===== config.mk =====
export PLATFORM = sky130hd
export DESIGN_NAME = spi_port
export DESIGN_NICKNAME = d
export VERILOG_FILES = /design/src/rtl/spi_port_pkg.sv /design/src/rtl/spi_port_clkdiv.sv /design/src/rtl/spi_port_sync.sv /design/src/rtl/spi_port.sv
export SDC_FILE = /design/constraint.sdc
export NUM_CORES = 1
export LEC_CHECK = 0
export CORE_ASPECT_RATIO = 1.2
export CORE_MARGIN = 3
export CORE_UTILIZATION = 45
export DETAILED_ROUTE_END_ITERATION = 7
export DONT_BUFFER_PORTS = 1
export SETUP_SLACK_MARGIN = 0.2
export SLEW_MARGIN = 30
export SYNTH_ARGS = -nofsm -noshare
export SYNTH_HDL_FRONTEND = slang
export SYNTH_SLANG_ARGS = --single-unit

===== constraint.sdc =====
create_clock -name clk -period 2.6 [get_ports clk]
set_input_delay 0.26 -clock clk [delete_from_list [all_inputs] [get_ports clk]]
set_output_delay 0.26 -clock clk [all_outputs]
set_load 0.005 [all_outputs]

===== src/rtl/spi_port_pkg.sv =====
package spi_port_pkg;

    typedef enum logic [2:0] {
        ST_OFF,
        ST_IDLE,
        ST_LEAVE,
        ST_RETURN,
        ST_SLAVE
    } port_state_e;

    localparam logic [3:0] MODE_MST_FAST = 4'b0000;
    localparam logic [3:0] MODE_MST_MID  = 4'b0001;
    localparam logic [3:0] MODE_MST_SLOW = 4'b0010;
    localparam logic [3:0] MODE_MST_TMR  = 4'b0011;
    localparam logic [3:0] MODE_SLV_SEL  = 4'b0100;
    localparam logic [3:0] MODE_SLV_FREE = 4'b0101;

    localparam int CTL_EN   = 7;
    localparam int CTL_CKP  = 6;
    localparam int CTL_WCOL = 5;
    localparam int CTL_OVF  = 4;

endpackage


===== src/rtl/spi_port_clkdiv.sv =====
module spi_port_clkdiv #(
    parameter int DIV_FAST = 4,
    parameter int DIV_MID  = 16,
    parameter int DIV_SLOW = 64
) (
    input  logic       clk,
    input  logic       rst_n,
    input  logic       run,
    input  logic [1:0] rate_sel,
    input  logic       timer_tick,
    output logic       half_tick
);
    localparam int HALF_FAST = DIV_FAST / 2;
    localparam int HALF_MID  = DIV_MID / 2;
    localparam int HALF_SLOW = DIV_SLOW / 2;
    localparam int CW        = (HALF_SLOW > 1) ? $clog2(HALF_SLOW) : 1;

    logic [CW-1:0] cnt;
    logic [CW-1:0] lim;

    always_comb begin
        unique case (rate_sel)
            2'd0:    lim = CW'(HALF_FAST - 1);
            2'd1:    lim = CW'(HALF_MID - 1);
            default: lim = CW'(HALF_SLOW - 1);
        endcase
    end

    assign half_tick = run && ((rate_sel == 2'd3) ? timer_tick : (cnt == lim));

    always_ff @(posedge clk or negedge rst_n) begin
        if (!rst_n)                 cnt <= '0;
        else if (!run || half_tick) cnt <= '0;
        else                        cnt <= cnt + 1'b1;
    end
endmodule


===== src/rtl/spi_port_sync.sv =====
module spi_port_sync #(
    parameter int STAGES = 2
) (
    input  logic clk,
    input  logic rst_n,
    input  logic sck_i,
    input  logic sel_n_i,
    input  logic ckp,
    output logic sel_sync,
    output logic leave_pulse,
    output logic return_pulse
);
    logic [STAGES-1:0] sck_pipe;
    logic [STAGES-1:0] sel_pipe;
    logic              sck_prev;
    logic              sck_now;

    assign sck_now  = sck_pipe[STAGES-1];
    assign sel_sync = sel_pipe[STAGES-1];

    always_ff @(posedge clk or negedge rst_n) begin
        if (!rst_n) begin
            sck_pipe <= '0;
            sel_pipe <= '1;
            sck_prev <= 1'b0;
        end else begin
            sck_pipe <= {sck_pipe[STAGES-2:0], sck_i};
            sel_pipe <= {sel_pipe[STAGES-2:0], sel_n_i};
            sck_prev <= sck_now;
        end
    end

    assign leave_pulse  = (sck_now != sck_prev) && (sck_prev == ckp);
    assign return_pulse = (sck_now != sck_prev) && (sck_now == ckp);
endmodule


===== src/rtl/spi_port.sv =====
module spi_port
    import spi_port_pkg::*;
#(
    parameter int DIV_FAST    = 4,
    parameter int DIV_MID     = 16,
    parameter int DIV_SLOW    = 64,
    parameter int SYNC_STAGES = 2,
    parameter int DW          = 8
) (
    input  logic          clk,
    input  logic          rst_n,
    input  logic          ctl_wr,
    input  logic [7:0]    ctl_wdata,
    output logic [7:0]    ctl_rdata,
    input  logic          buf_wr,
    input  logic [DW-1:0] buf_wdata,
    input  logic          buf_rd,
    output logic [DW-1:0] buf_rdata,
    output logic          buf_full,
    input  logic          timer_tick,
    output logic          sck_o,
    output logic          sck_oe,
    input  logic          sck_i,
    output logic          sdo_o,
    output logic          sdo_oe,
    input  logic          sdi_i,
    input  logic          sel_n_i
);
    localparam int BW = $clog2(DW);
    localparam logic [BW-1:0] LAST_BIT = BW'(DW - 1);

    logic en, ckp, wcol, ovf;
    logic [3:0] mode;
    port_state_e st, st_nx;

    logic [DW-1:0] shreg, rxbuf;
    logic [BW-1:0] bitcnt;
    logic sck_q, sdo_q, full_q;
    logic half_tick, sel_sync, slv_leave, slv_return;
    logic is_master, is_slave, honour, xfer_busy, sel_hold;
    logic leave_ev, ret_ev, done, load, collide, ovf_set;

    assign is_master = en && (mode[3:2] == 2'b00);
    assign is_slave  = en && (mode == MODE_SLV_SEL || mode == MODE_SLV_FREE);
    assign honour    = is_slave && (mode == MODE_SLV_SEL);
    assign sel_hold  = honour && sel_sync;

    assign xfer_busy = (st == ST_LEAVE) || (st == ST_RETURN) ||
                       ((st == ST_SLAVE) && (bitcnt != '0));
    assign leave_ev  = ((st == ST_LEAVE) && half_tick) ||
                       ((st == ST_SLAVE) && slv_leave && !sel_hold);
    assign ret_ev    = ((st == ST_RETURN) && half_tick) ||
                       ((st == ST_SLAVE) && slv_return && !sel_hold);
    assign done      = ret_ev && (bitcnt == LAST_BIT);
    assign load      = buf_wr && !xfer_busy && ((st == ST_IDLE) || (st == ST_SLAVE));
    assign collide   = buf_wr && xfer_busy;
    assign ovf_set   = done && (st == ST_SLAVE) && full_q && !buf_rd;

    spi_port_clkdiv #(
        .DIV_FAST(DIV_FAST), .DIV_MID(DIV_MID), .DIV_SLOW(DIV_SLOW)
    ) u_div (
        .clk(clk), .rst_n(rst_n),
        .run((st == ST_LEAVE) || (st == ST_RETURN)),
        .rate_sel(mode[1:0]), .timer_tick(timer_tick),
        .half_tick(half_tick)
    );

    spi_port_sync #(.STAGES(SYNC_STAGES)) u_sync (
        .clk(clk), .rst_n(rst_n), .sck_i(sck_i), .sel_n_i(sel_n_i), .ckp(ckp),
        .sel_sync(sel_sync), .leave_pulse(slv_leave), .return_pulse(slv_return)
    );

    always_comb begin
        st_nx = st;
        unique case (st)
            ST_OFF:    if (is_master)      st_nx = ST_IDLE;
                       else if (is_slave)  st_nx = ST_SLAVE;
            ST_IDLE:   if (!is_master)     st_nx = ST_OFF;
                       else if (load)      st_nx = ST_LEAVE;
            ST_LEAVE:  if (!is_master)     st_nx = ST_OFF;
                       else if (half_tick) st_nx = ST_RETURN;
            ST_RETURN: if (!is_master)     st_nx = ST_OFF;
                       else if (half_tick) st_nx = (bitcnt == LAST_BIT) ? ST_IDLE : ST_LEAVE;
            ST_SLAVE:  if (!is_slave)      st_nx = ST_OFF;
            default:                       st_nx = ST_OFF;
        endcase
    end

    always_ff @(posedge clk or negedge rst_n) begin
        if (!rst_n) st <= ST_OFF;
        else        st <= st_nx;
    end

    always_ff @(posedge clk or negedge rst_n) begin
        if (!rst_n) begin
            {en, ckp, wcol, ovf, mode} <= 8'h00;
            shreg  <= '0;
            rxbuf  <= '0;
            bitcnt <= '0;
            sck_q  <= 1'b0;
            sdo_q  <= 1'b0;
            full_q <= 1'b0;
        end else begin
            if (ctl_wr) {en, ckp, wcol, ovf, mode} <= ctl_wdata;
            if (collide) wcol <= 1'b1;
            if (ovf_set) ovf  <= 1'b1;

            sck_q <= (st_nx == ST_RETURN) ? ~ckp : ckp;
            if (leave_ev) sdo_q <= shreg[DW-1];

            if (load)        shreg <= buf_wdata;
            else if (ret_ev) shreg <= {shreg[DW-2:0], sdi_i};

            if (st == ST_OFF || sel_hold) bitcnt <= '0;
            else if (ret_ev)              bitcnt <= bitcnt + 1'b1;

            if (done && !ovf_set) begin
                rxbuf  <= {shreg[DW-2:0], sdi_i};
                full_q <= 1'b1;
            end else if (buf_rd) begin
                full_q <= 1'b0;
            end
        end
    end

    assign ctl_rdata = {en, ckp, wcol, ovf, mode};
    assign buf_rdata = rxbuf;
    assign buf_full  = full_q;
    assign sck_o     = sck_q;
    assign sck_oe    = is_master;
    assign sdo_o     = sdo_q;
    assign sdo_oe    = is_master || (is_slave && !(honour && sel_n_i));
endmodule


==> impl_metrics.json, run 1 <==
{
  "grt_pass1_vias": 1367,
  "worstPathMaxFanout": 11,
  "synth_edf_count": 0,
  "cts_max_level": 2,
  "cts_root_buf": "clkbuf_8",
  "drc_errors": 0,
  "endpoint_kind": "flip-flop",
  "gp_congestion": 0.789,
  "dpl.hpwl_um": 2850,
  "worstRegToRegCells": 7,
  "cts-resized-gates": 0,
  "grt_overflow_total": 0,
  "synth_cells": 179,
  "slew_headroom": 0.617,
  "outcome": "finished clean",
  "cts-hold-fix-buffers": 4,
  "path_clk_slew_ns": 0.08,
  "tns_ns": 0,
  "grt_usage": 0.162,
  "cts_sinks": 43,
  "yosysMostFrequentCell": "dfrtp_1",
  "fin_crit_sh": 0.867,
  "slew_violations": 0,
  "yosys-top-cells-area": "dfrtp_1, mux2_2, mux2i_1, nor2_1, a21oi_1",
  "final_util": 0.512,
  "drive_gt1_frac": 0.170,
  "min_from": "ctl_wr",
  "ys_types": 38,
  "dr.pass1.iters": 3,
  "min_path_cells": 1,
  "synth_area_mm2": 0.00204,
  "initial_core_util": 0.471,
  "globalRouteMet1Util": 0.184,
  "use_met3": 0.0592,
  "powerDensity_mw_per_mm2": 685,
  "maxCapViolCount": 0,
  "r2r_slack_ns": 0.35,
  "grt_max_degree": 44,
  "drtIter0Drc": 60,
  "cts_tree": "done",
  "grt_setup_unrepaired": "false",
  "yosysTopAreaCell": "dfrtp_1",
  "async_flop_share": 1.00,
  "path_class": "flip-flop to flip-flop",
  "holdPathEnd": "mode[0]$_DFFE_PN0P_",
  "ys.flop_type": "dfrtp_1",
  "synth_common_cells": "dfrtp_1, nor2_1, mux2_2",
  "max_freq_mhz": 443,
  "ir_drop_v": 0.000452,
  "min_period_ns": 2.25,
  "chipHeight_um": 79.7,
  "grt_pass1_wl_um": 6410,
  "r2r-end": "shreg[1]$_DFFE_PN0P_",
  "fp-row-count": 26,
  "synth_seq_cells": 43,
  "hp-class": "primary input to flip-flop",
  "vias_per_cell": 5.50,
  "p_leak_nw": 0.981,
  "cts_buffers": 5,
  "die_area_mm2": 0.00537,
  "slowest_delay_ns": 0.47,
  "yosysTopAreaCellShare": 0.504,
  "core-area_mm2": 0.00433,
  "synth_fp_nets": 208,
  "routed_wl_um": 3900,
  "cpMaxStageDelayCell": "dfrtp_1",
  "cp_data_arrival_time_ns": 2.41,
  "syn_avg_cell_area_um2": 11.4,
  "ys.warnings.count": 0,
  "hold_viol": 0,
  "antenna_found_initial": 0,
  "numPortBuffers": 0,
  "fin_nets": 210,
  "gr-max-usage-layer": "met2",
  "required_ns": 2.76,
  "ys_seq_area_frac": 0.530,
  "die_width_um": 67.4,
  "post-cts-setup-buffers": 0,
  "routedWlPerCell_um": 16.4,
  "worst_slew_pin_slew_ns": 0.575,
  "setup_violations": 0,
  "clk_latency_ns": 0.29,
  "area_delta_synth_final_pct": 8.85,
  "vias": 1309,
  "r2r_start": "mode[1]$_DFFE_PN0P_",
  "fin_skew_ns": 0.00365,
  "clock_path_buffers": 2,
  "startpoint_type": "flip-flop",
  "diodes": 0,
  "path_cells": "or3_1, o22ai_2, nand2_2, o311ai_4, buf_4, mux2i_1, a21oi_1",
  "ios": 46,
  "antenna_left": 0,
  "use_met2": 0.273
}
[through the flow]
| stage | area [µm²] | power [mW] | setup slack (ns) | std cells | hold WS (ns) |
|---|---|---|---|---|---|
| 2_1_floorplan | 2040 | 0.968 | 0.575 | 179 | -0.0356 |
| 5_1_grt | 2220 | 1.61 | 0.216 | 238 | 0.0421 |
| 4_1_cts | 2220 | 1.54 | 0.346 | 238 | 0.0483 |
| 3_5_place_dp | 2050 | 1.00 | 0.362 | 226 | -0.0340 |
| 6_report | 2220 | 1.52 | 0.345 | 238 | 0.0592 |
| 3_3_place_gp | 2050 | 0.992 | 0.434 | 226 | -0.0340 |
[layer usage]
layer	routed length (µm)	vias to the layer above
li1	-	626
met1	1590	642
met2	1980	35
met3	260	6
met4	68	0
met5	0	-
[logic make-up after synthesis]
logic type	Yosys count	share of synthesized area
flip-flops	43	0.530
AND/OR/NAND/NOR	53	0.135
multiplexers	28	0.147
adder cells (fa/ha/maj)	4	0.0246
AO/OA/AOI/OAI	29	0.100
XOR/XNOR	5	0.0215
buffers and inverters	17	0.0424
[final cells by class]
class,instances,area (µm²)
Inverter,7,26.3
Sequential cell,43,1080
Clock buffer,5,68.8
Timing Repair Buffer,5,57.6
Fill cell,401,2110
Clock inverter,3,43.8
Tap cell,56,70.1
Multi-Input combinational cell,119,871
[critical path: cells and delay by family (launching register included)]
family / cells / cell delay (ns)
simple gates: 2 / 0.53
compound gates: 3 / 0.60
buf+inv: 1 / 0.29
mux: 1 / 0.22
flops: 1 / 0.47
[how the worst max path moves through the flow]
stage                        startpoint                   end  slack, ns  cells past startpoint
floorplan           mode[1]$_DFFE_PN0P_  shreg[1]$_DFFE_PN0P_       0.58                      7
global placement    mode[1]$_DFFE_PN0P_  shreg[2]$_DFFE_PN0P_       0.43                      7
detailed placement  mode[1]$_DFFE_PN0P_  shreg[1]$_DFFE_PN0P_       0.36                      7
CTS                 mode[1]$_DFFE_PN0P_  shreg[1]$_DFFE_PN0P_       0.35                      7
global route        mode[1]$_DFFE_PN0P_  shreg[1]$_DFFE_PN0P_       0.22                      7
finish              mode[1]$_DFFE_PN0P_  shreg[1]$_DFFE_PN0P_       0.35                      7
[flip-flops by register name, indices dropped and copies added (netlist names), 2 cells and up]
| signal | count |
|---|---|
| bitcnt | 3 |
| buf_rdata | 8 |
| mode | 4 |
| shreg | 8 |
| st | 3 |
| u_div.cnt | 5 |
| u_sync.sck_pipe | 2 |
| u_sync.sel_pipe | 2 |
[cell usage in the layout (no fill, tap or decap), types with 3 or more instances in the layout]
cell	synthesis	final
nand2b_1	7	7
a21oi_1	11	11
o21ai_0	7	7
dfrtp_1	41	41
mux2i_1	13	13
nand3_1	7	7
mux2_2	15	15
nor2_1	19	19
ha_1	4	4
inv_1	7	7
dlygate4sd3_1	0	3
clkbuf_8	0	5
nand2_1	6	6
xor2_1	3	3
[where the power goes]
| part | switching (mW) | internal, mW | leakage [nW] |
|---|---|---|---|
| combinational | 0.0809 | 0.0873 | 0.381 |
| sequential | 0.0765 | 0.759 | 0.541 |
| clock | 0.229 | 0.286 | 0.0581 |
(Power assumes the default switching activity.)
==> run 2, diff against run 1 <==
--- a/config.mk
+++ b/config.mk
@@ -5,11 +5,15 @@
 export SDC_FILE = /design/constraint.sdc
 export NUM_CORES = 1
 export LEC_CHECK = 0
+export CELL_PAD_IN_SITES_DETAIL_PLACEMENT = 0
+export CELL_PAD_IN_SITES_GLOBAL_PLACEMENT = 2
 export CORE_ASPECT_RATIO = 1.2
 export CORE_MARGIN = 3
-export CORE_UTILIZATION = 45
+export CORE_UTILIZATION = 40
+export CTS_BUF_LIST = sky130_fd_sc_hd__clkbuf_4 sky130_fd_sc_hd__clkbuf_8 sky130_fd_sc_hd__clkbuf_16
 export DETAILED_ROUTE_END_ITERATION = 7
 export DONT_BUFFER_PORTS = 1
+export PLACE_DENSITY_LB_ADDON = 0.1
 export SETUP_SLACK_MARGIN = 0.2
 export SLEW_MARGIN = 30
 export SYNTH_ARGS = -nofsm -noshare
==> run 2 against run 1 <==
  * Total power shrank 5.8%
  * Routed wire length grew 3.0%
  * Die area grew 11%
  * Sequential power is essentially flat
  * Combinational power grew 4%
  * Clock power shrank 18%
  * Critical path depth is the same
  * Cell count grew 1.7%
  * Sequential share of layout area shrank 0.16 points
  * Register-to-register slack gained 0.12 ns
  * Cell area grew 0.34%
==> impl_metrics.json, run 2 (synthesis results as in run 1) <==
{
  "outcome": "finished clean",
  "clock_path_buffers": 2,
  "routedWlPerCell_um": 16.6,
  "powerDensity_mw_per_mm2": 643,
  "setup_violations": 0,
  "p_leak_nw": 0.988,
  "chipHeight_um": 84.2,
  "grt_max_degree": 44,
  "grt_pass1_vias": 1373,
  "slew_headroom": 0.610,
  "die_area_mm2": 0.00599,
  "p_clk_frac": 0.293,
  "drc_errors": 0,
  "min_from": "ctl_wr",
  "maxCapViolCount": 0,
  "tns_ns": 0,
  "total_power_mw": 1.43,
  "cts_tree": "done",
  "cts_sinks": 43,
  "grt_overflow_total": 0,
  "routed_wl_um": 4010,
  "dpl.hpwl_um": 2970,
  "pre_cts_slack_ns": 0.367,
  "numPortBuffers": 0,
  "core-area_mm2": 0.00476,
  "antenna_found_initial": 0,
  "cts_root_buf": "clkbuf_8",
  "worstPathMaxFanout": 8,
  "slowest_delay_ns": 0.39,
  "ir_drop_v": 0.000324,
  "initial_core_util": 0.427,
  "grt_usage": 0.144,
  "fin_nets": 213,
  "vias_per_cell": 5.43,
  "worst_slew_pin_slew_ns": 0.585,
  "hp-class": "primary input to flip-flop",
  "power.switching_mw": 0.371,
  "nFillCells": 439,
  "r2r_start": "mode[1]$_DFFE_PN0P_",
  "startpoint_type": "flip-flop",
  "finalNonFillerCells": 242,
  "fin_crit_sh": 0.819,
  "min_period_ns": 2.13,
  "grt_pass1_wl_um": 6820,
  "cts-resized-gates": 0,
  "grt_setup_unrepaired": "false",
  "required_ns": 2.77,
  "seq_power_share": 0.585,
  "path_class": "flip-flop to flip-flop",
  "slew_violations": 0,
  "clk_latency_ns": 0.29,
  "antenna_left": 0,
  "cts_max_level": 2,
  "dr.pass1.iters": 4,
  "area_delta_synth_final_pct": 9.22,
  "cpMaxStageDelayCell": "dfrtp_1",
  "p_int_mw": 1.06,
  "fin_skew_ns": 0.0113,
  "path_cells": "buf_4, nor4bb_1, nand3_1, nand4_1, o311ai_4, nand3_4, mux2_2",
  "vias": 1314,
  "final_common_cell": "dfrtp_1",
  "setup_ws_ns": 0.470,
  "gp_congestion": 0.774,
  "switching_share": 0.260,
  "place_inst": 229,
  "crit_start": "mode[1]$_DFFE_PN0P_",
  "max_freq_mhz": 469,
  "diodes": 0,
  "hold_viol": 0,
  "fp-row-count": 27,
  "comb_power_share": 0.121,
  "final_cell_mix": "dfrtp_1, nor2_1, mux2_2",
  "cp_data_arrival_time_ns": 2.30,
  "path_clk_slew_ns": 0.07,
  "endpoint_kind": "flip-flop",
  "ios": 46,
  "drtIter0Drc": 63,
  "cts_buffers": 5,
  "die_width_um": 71.1,
  "drive_gt1_frac": 0.179
}
[run 2: final cells by class]
cell class	instances	area, µm²	share of cell area
Multi-Input combinational cell	119	871	0.392
Inverter	7	26.3	0.0118
Sequential cell	43	1080	0.485
Tap cell	58	72.6	0.0326
Clock inverter	1	5.00	0.00225
Clock buffer	6	82.6	0.0371
Timing Repair Buffer	8	87.6	0.0394
[run 2: worst max-delay path, delay by kind of cell, from the launching register on]
family / cells / cell delay [ns]
flops: 1 / 0.39
buf+inv: 1 / 0.17
simple gates: 4 / 0.95
mux: 1 / 0.35
compound gates: 1 / 0.15
[run 2: per-layer routing]
layer / global-route usage / routed length [µm] / vias up / part of all wire
met1: 0.177 / 1710 / 648 / 0.43
met3: 0.0455 / 222 / 5 / 0.055
met5: 0 / 0 / - / 0
li1: - / - / 630 / -
met2: 0.241 / 2040 / 31 / 0.51
met4: 0.0410 / 38 / 0 / 0.0095
[run 2: worst paths after layout]
| path | cells past startpoint | end | slack, ns |
|---|---|---|---|
| max | 7 | buf_rdata[1]$_DFFE_PN0P_ | 0.47 |
| min | 1 | mode[0]$_DFFE_PN0P_ | 0.07 |
| max reg2reg | 7 | buf_rdata[1]$_DFFE_PN0P_ | 0.47 |
| min reg2reg | 0 | u_sync.sck_pipe[1]$_DFF_PN0_ | 0.35 |
| max in group asynchronous | 2 | u_sync.sel_pipe[0]$_DFF_PN1_ | 1.85 |
| min in group asynchronous | 2 | u_div.cnt[2]$_DFF_PN0_ | 0.46 |
[run 2: timing repair]
action                                  CTS  global route
buffers inserted                          0             2
endpoints found under the hold margin    45             0
endpoints found under the setup margin    0             4
hold buffers                              4             0
[run 2: stage by stage]
step | hold slack, ns | utilization | area, µm²
3_3_place_gp | -0.0345 | 0.433 | 2060
4_1_cts | 0.0536 | 0.464 | 2210
6_report | 0.0680 | 0.467 | 2220
3_5_place_dp | -0.0345 | 0.433 | 2060
5_1_grt | 0.0486 | 0.467 | 2220
2_1_floorplan | -0.0356 | - | 2040
[run 2: power groups by stage]
stage,clock [mW],combinational [mW],sequential (mW)
after floorplan,0,0.147,0.821
after global placement,0,0.151,0.850
after detailed placement,0,0.154,0.853
after CTS,0.437,0.176,0.840
after global routing,0.468,0.200,0.853
final,0.420,0.174,0.837
==> run 3, diff against run 2 <==
==> constraint.sdc (replaced) <==
create_clock -name clk -period 2.1 [get_ports clk]
set_input_delay 0.21 -clock clk [delete_from_list [all_inputs] [get_ports clk]]
set_output_delay 0.21 -clock clk [all_outputs]
set_load 0.005 [all_outputs]
==> run 3 against run 2 <==
  * First-iteration DRC count fell by 32%
  * Critical path depth is the same
  * Clock power increased by 23%
  * Highest routed layer unchanged
  * Combinational power grew 34%
  * Sequential cell count unchanged
  * Clock skew is 0.0065 ns lower
  * Sequential power rose by 23%
  * Register-to-register slack lost 0.44 ns
  * Utilization grew 1.4 points
  * Cell area grew 3.0%
  * Largest power group unchanged
==> impl_metrics.json, run 3 (synthesis results as in run 1) <==
{
  "outcome": "finished clean",
  "final_common_cell": "dfrtp_1",
  "path_class": "flip-flop to flip-flop",
  "hp-class": "primary input to flip-flop",
  "antenna_left": 0,
  "maxCapViolCount": 0,
  "slowest_delay_ns": 0.44,
  "vias_per_cell": 5.45,
  "setup_ws_ns": 0.0335,
  "pre_cts_slack_ns": 0.0406,
  "drtIter0Drc": 43,
  "dpl_cell_area_mm2": 0.00212,
  "path_cells": "or3_4, o22ai_4, nand2_2, o311ai_4, buf_6, mux2i_1, a21oi_1",
  "grt_overflow_total": 0,
  "dpl.hpwl_um": 3080,
  "comb_power_share": 0.130,
  "crit_buf_inv": 1,
  "hold_viol": 0,
  "slew_violations": 0,
  "cts_buffers": 5,
  "power.switching_mw": 0.464,
  "area_delta_synth_final_pct": 12.5,
  "initial_core_util": 0.427,
  "dr.pass1.iters": 4,
  "r2r_slack_ns": 0.03,
  "p_leak_nw": 1.03,
  "powerDensity_mw_per_mm2": 779,
  "min_period_ns": 2.07,
  "max_freq_mhz": 484,
  "clock_path_buffers": 2,
  "cts_sinks": 43,
  "clk_latency_ns": 0.29,
  "die_width_um": 71.1,
  "drc_errors": 0,
  "cp_data_arrival_time_ns": 2.22,
  "cts_tree": "done",
  "routed_wl_um": 4220,
  "cts_max_level": 2,
  "numPortBuffers": 0,
  "fin_nets": 219,
  "endpoint_kind": "flip-flop",
  "core-area_mm2": 0.00476,
  "fp-row-count": 27,
  "setup_violations": 0,
  "grt_pass1_vias": 1454,
  "chipHeight_um": 84.2,
  "drive_gt1_frac": 0.232,
  "cts_root_buf": "clkbuf_8",
  "switching_share": 0.260,
  "ir_drop_v": 0.000395,
  "worstPathMaxFanout": 8,
  "diodes": 0,
  "ios": 46,
  "nFillCells": 446,
  "worst_slew_pin_slew_ns": 0.613,
  "slew_headroom": 0.591,
  "crit_family": "compound AO/OA/AOI/OAI gates",
  "design_area_mm2": 0.00229,
  "grt_pass1_wl_um": 7090,
  "seq_power_share": 0.579,
  "grt_usage": 0.151,
  "vias": 1352,
  "p_clk_frac": 0.290,
  "routedWlPerCell_um": 17.0,
  "fin_crit_sh": 0.984,
  "path_clk_slew_ns": 0.08,
  "grt_setup_unrepaired": "true",
  "die_area_mm2": 0.00599,
  "cpMaxStageDelayCell": "dfrtp_2",
  "startpoint_type": "flip-flop",
  "p_int_mw": 1.32,
  "gp_congestion": 0.756,
  "total_power_mw": 1.78,
  "fin_skew_ns": 0.00479,
  "required_ns": 2.25,
  "final_cell_mix": "dfrtp_1, nor2_1, mux2_2",
  "antenna_found_initial": 0,
  "grt_max_degree": 44
}
## run 3: final timing paths
path / to / cells after the start / startpoint
max: shreg[1]$_DFFE_PN0P_ / 7 / mode[1]$_DFFE_PN0P_
min: buf_full$_DFFE_PN0P_ / 1 / buf_rd
max reg2reg: shreg[1]$_DFFE_PN0P_ / 7 / mode[1]$_DFFE_PN0P_
min reg2reg: u_sync.sck_pipe[1]$_DFF_PN0_ / 0 / u_sync.sck_pipe[0]$_DFF_PN0_
max in group asynchronous: u_sync.sel_pipe[0]$_DFF_PN1_ / 2 / rst_n
min in group asynchronous: mode[0]$_DFFE_PN0P_ / 2 / rst_n
## run 3: layer usage
metal	share of wire	routed length, µm	vias up	track usage
met5	0	0	-	0
met4	0.020	85	0	0.0530
met3	0.067	282	8	0.0575
met2	0.52	2190	43	0.261
met1	0.39	1650	660	0.167
li1	-	-	641	-
## run 3: area by class of cell
type                            instances  area, µm²  area share
Sequential cell                        43       1080       0.472
Clock inverter                          1       5.00     0.00219
Tap cell                               58       72.6      0.0317
Timing Repair Buffer                   14        129      0.0563
Inverter                                7       26.3      0.0115
Multi-Input combinational cell        119        895       0.391
Clock buffer                            6       82.6      0.0361
## run 3: repair_timing
action                                  4_1_cts  5_1_grt
pin swaps                                     3        4
resized for setup                             2        6
hold endpoints to repair                     45        0
endpoints found under the setup margin       21       24
hold buffers                                  4        0
setup buffers                                 1        0
## run 3: power groups by stage
stage / Clock, mW / Sequential [mW] / Combinational (mW)
after floorplan: 0 / 1.02 / 0.179
after global placement: 0 / 1.05 / 0.197
after detailed placement: 0 / 1.05 / 0.203
after CTS: 0.541 / 1.03 / 0.230
after global routing: 0.587 / 1.05 / 0.263
final: 0.518 / 1.03 / 0.233
## run 3: worst reg2reg max path, stage by stage (launching register included)
cell	delay, ns
dfrtp_2	0.44
or3_4	0.35
o22ai_4	0.14
nand2_2	0.11
o311ai_4	0.37
buf_6	0.21
mux2i_1	0.22
a21oi_1	0.09
## run 3: through the flow
step / setup TNS [ns] / hold WS (ns) / util / instances
after floorplan: 0 / -0.0856 / - / 179
after global placement: 0 / -0.0843 / 0.444 / 236
after detailed placement: 0 / -0.0846 / 0.444 / 236
after CTS: 0 / 0.00145 / 0.477 / 248
after global routing: -0.399 / 0.00884 / 0.481 / 248
final: 0 / 0.00954 / 0.481 / 248
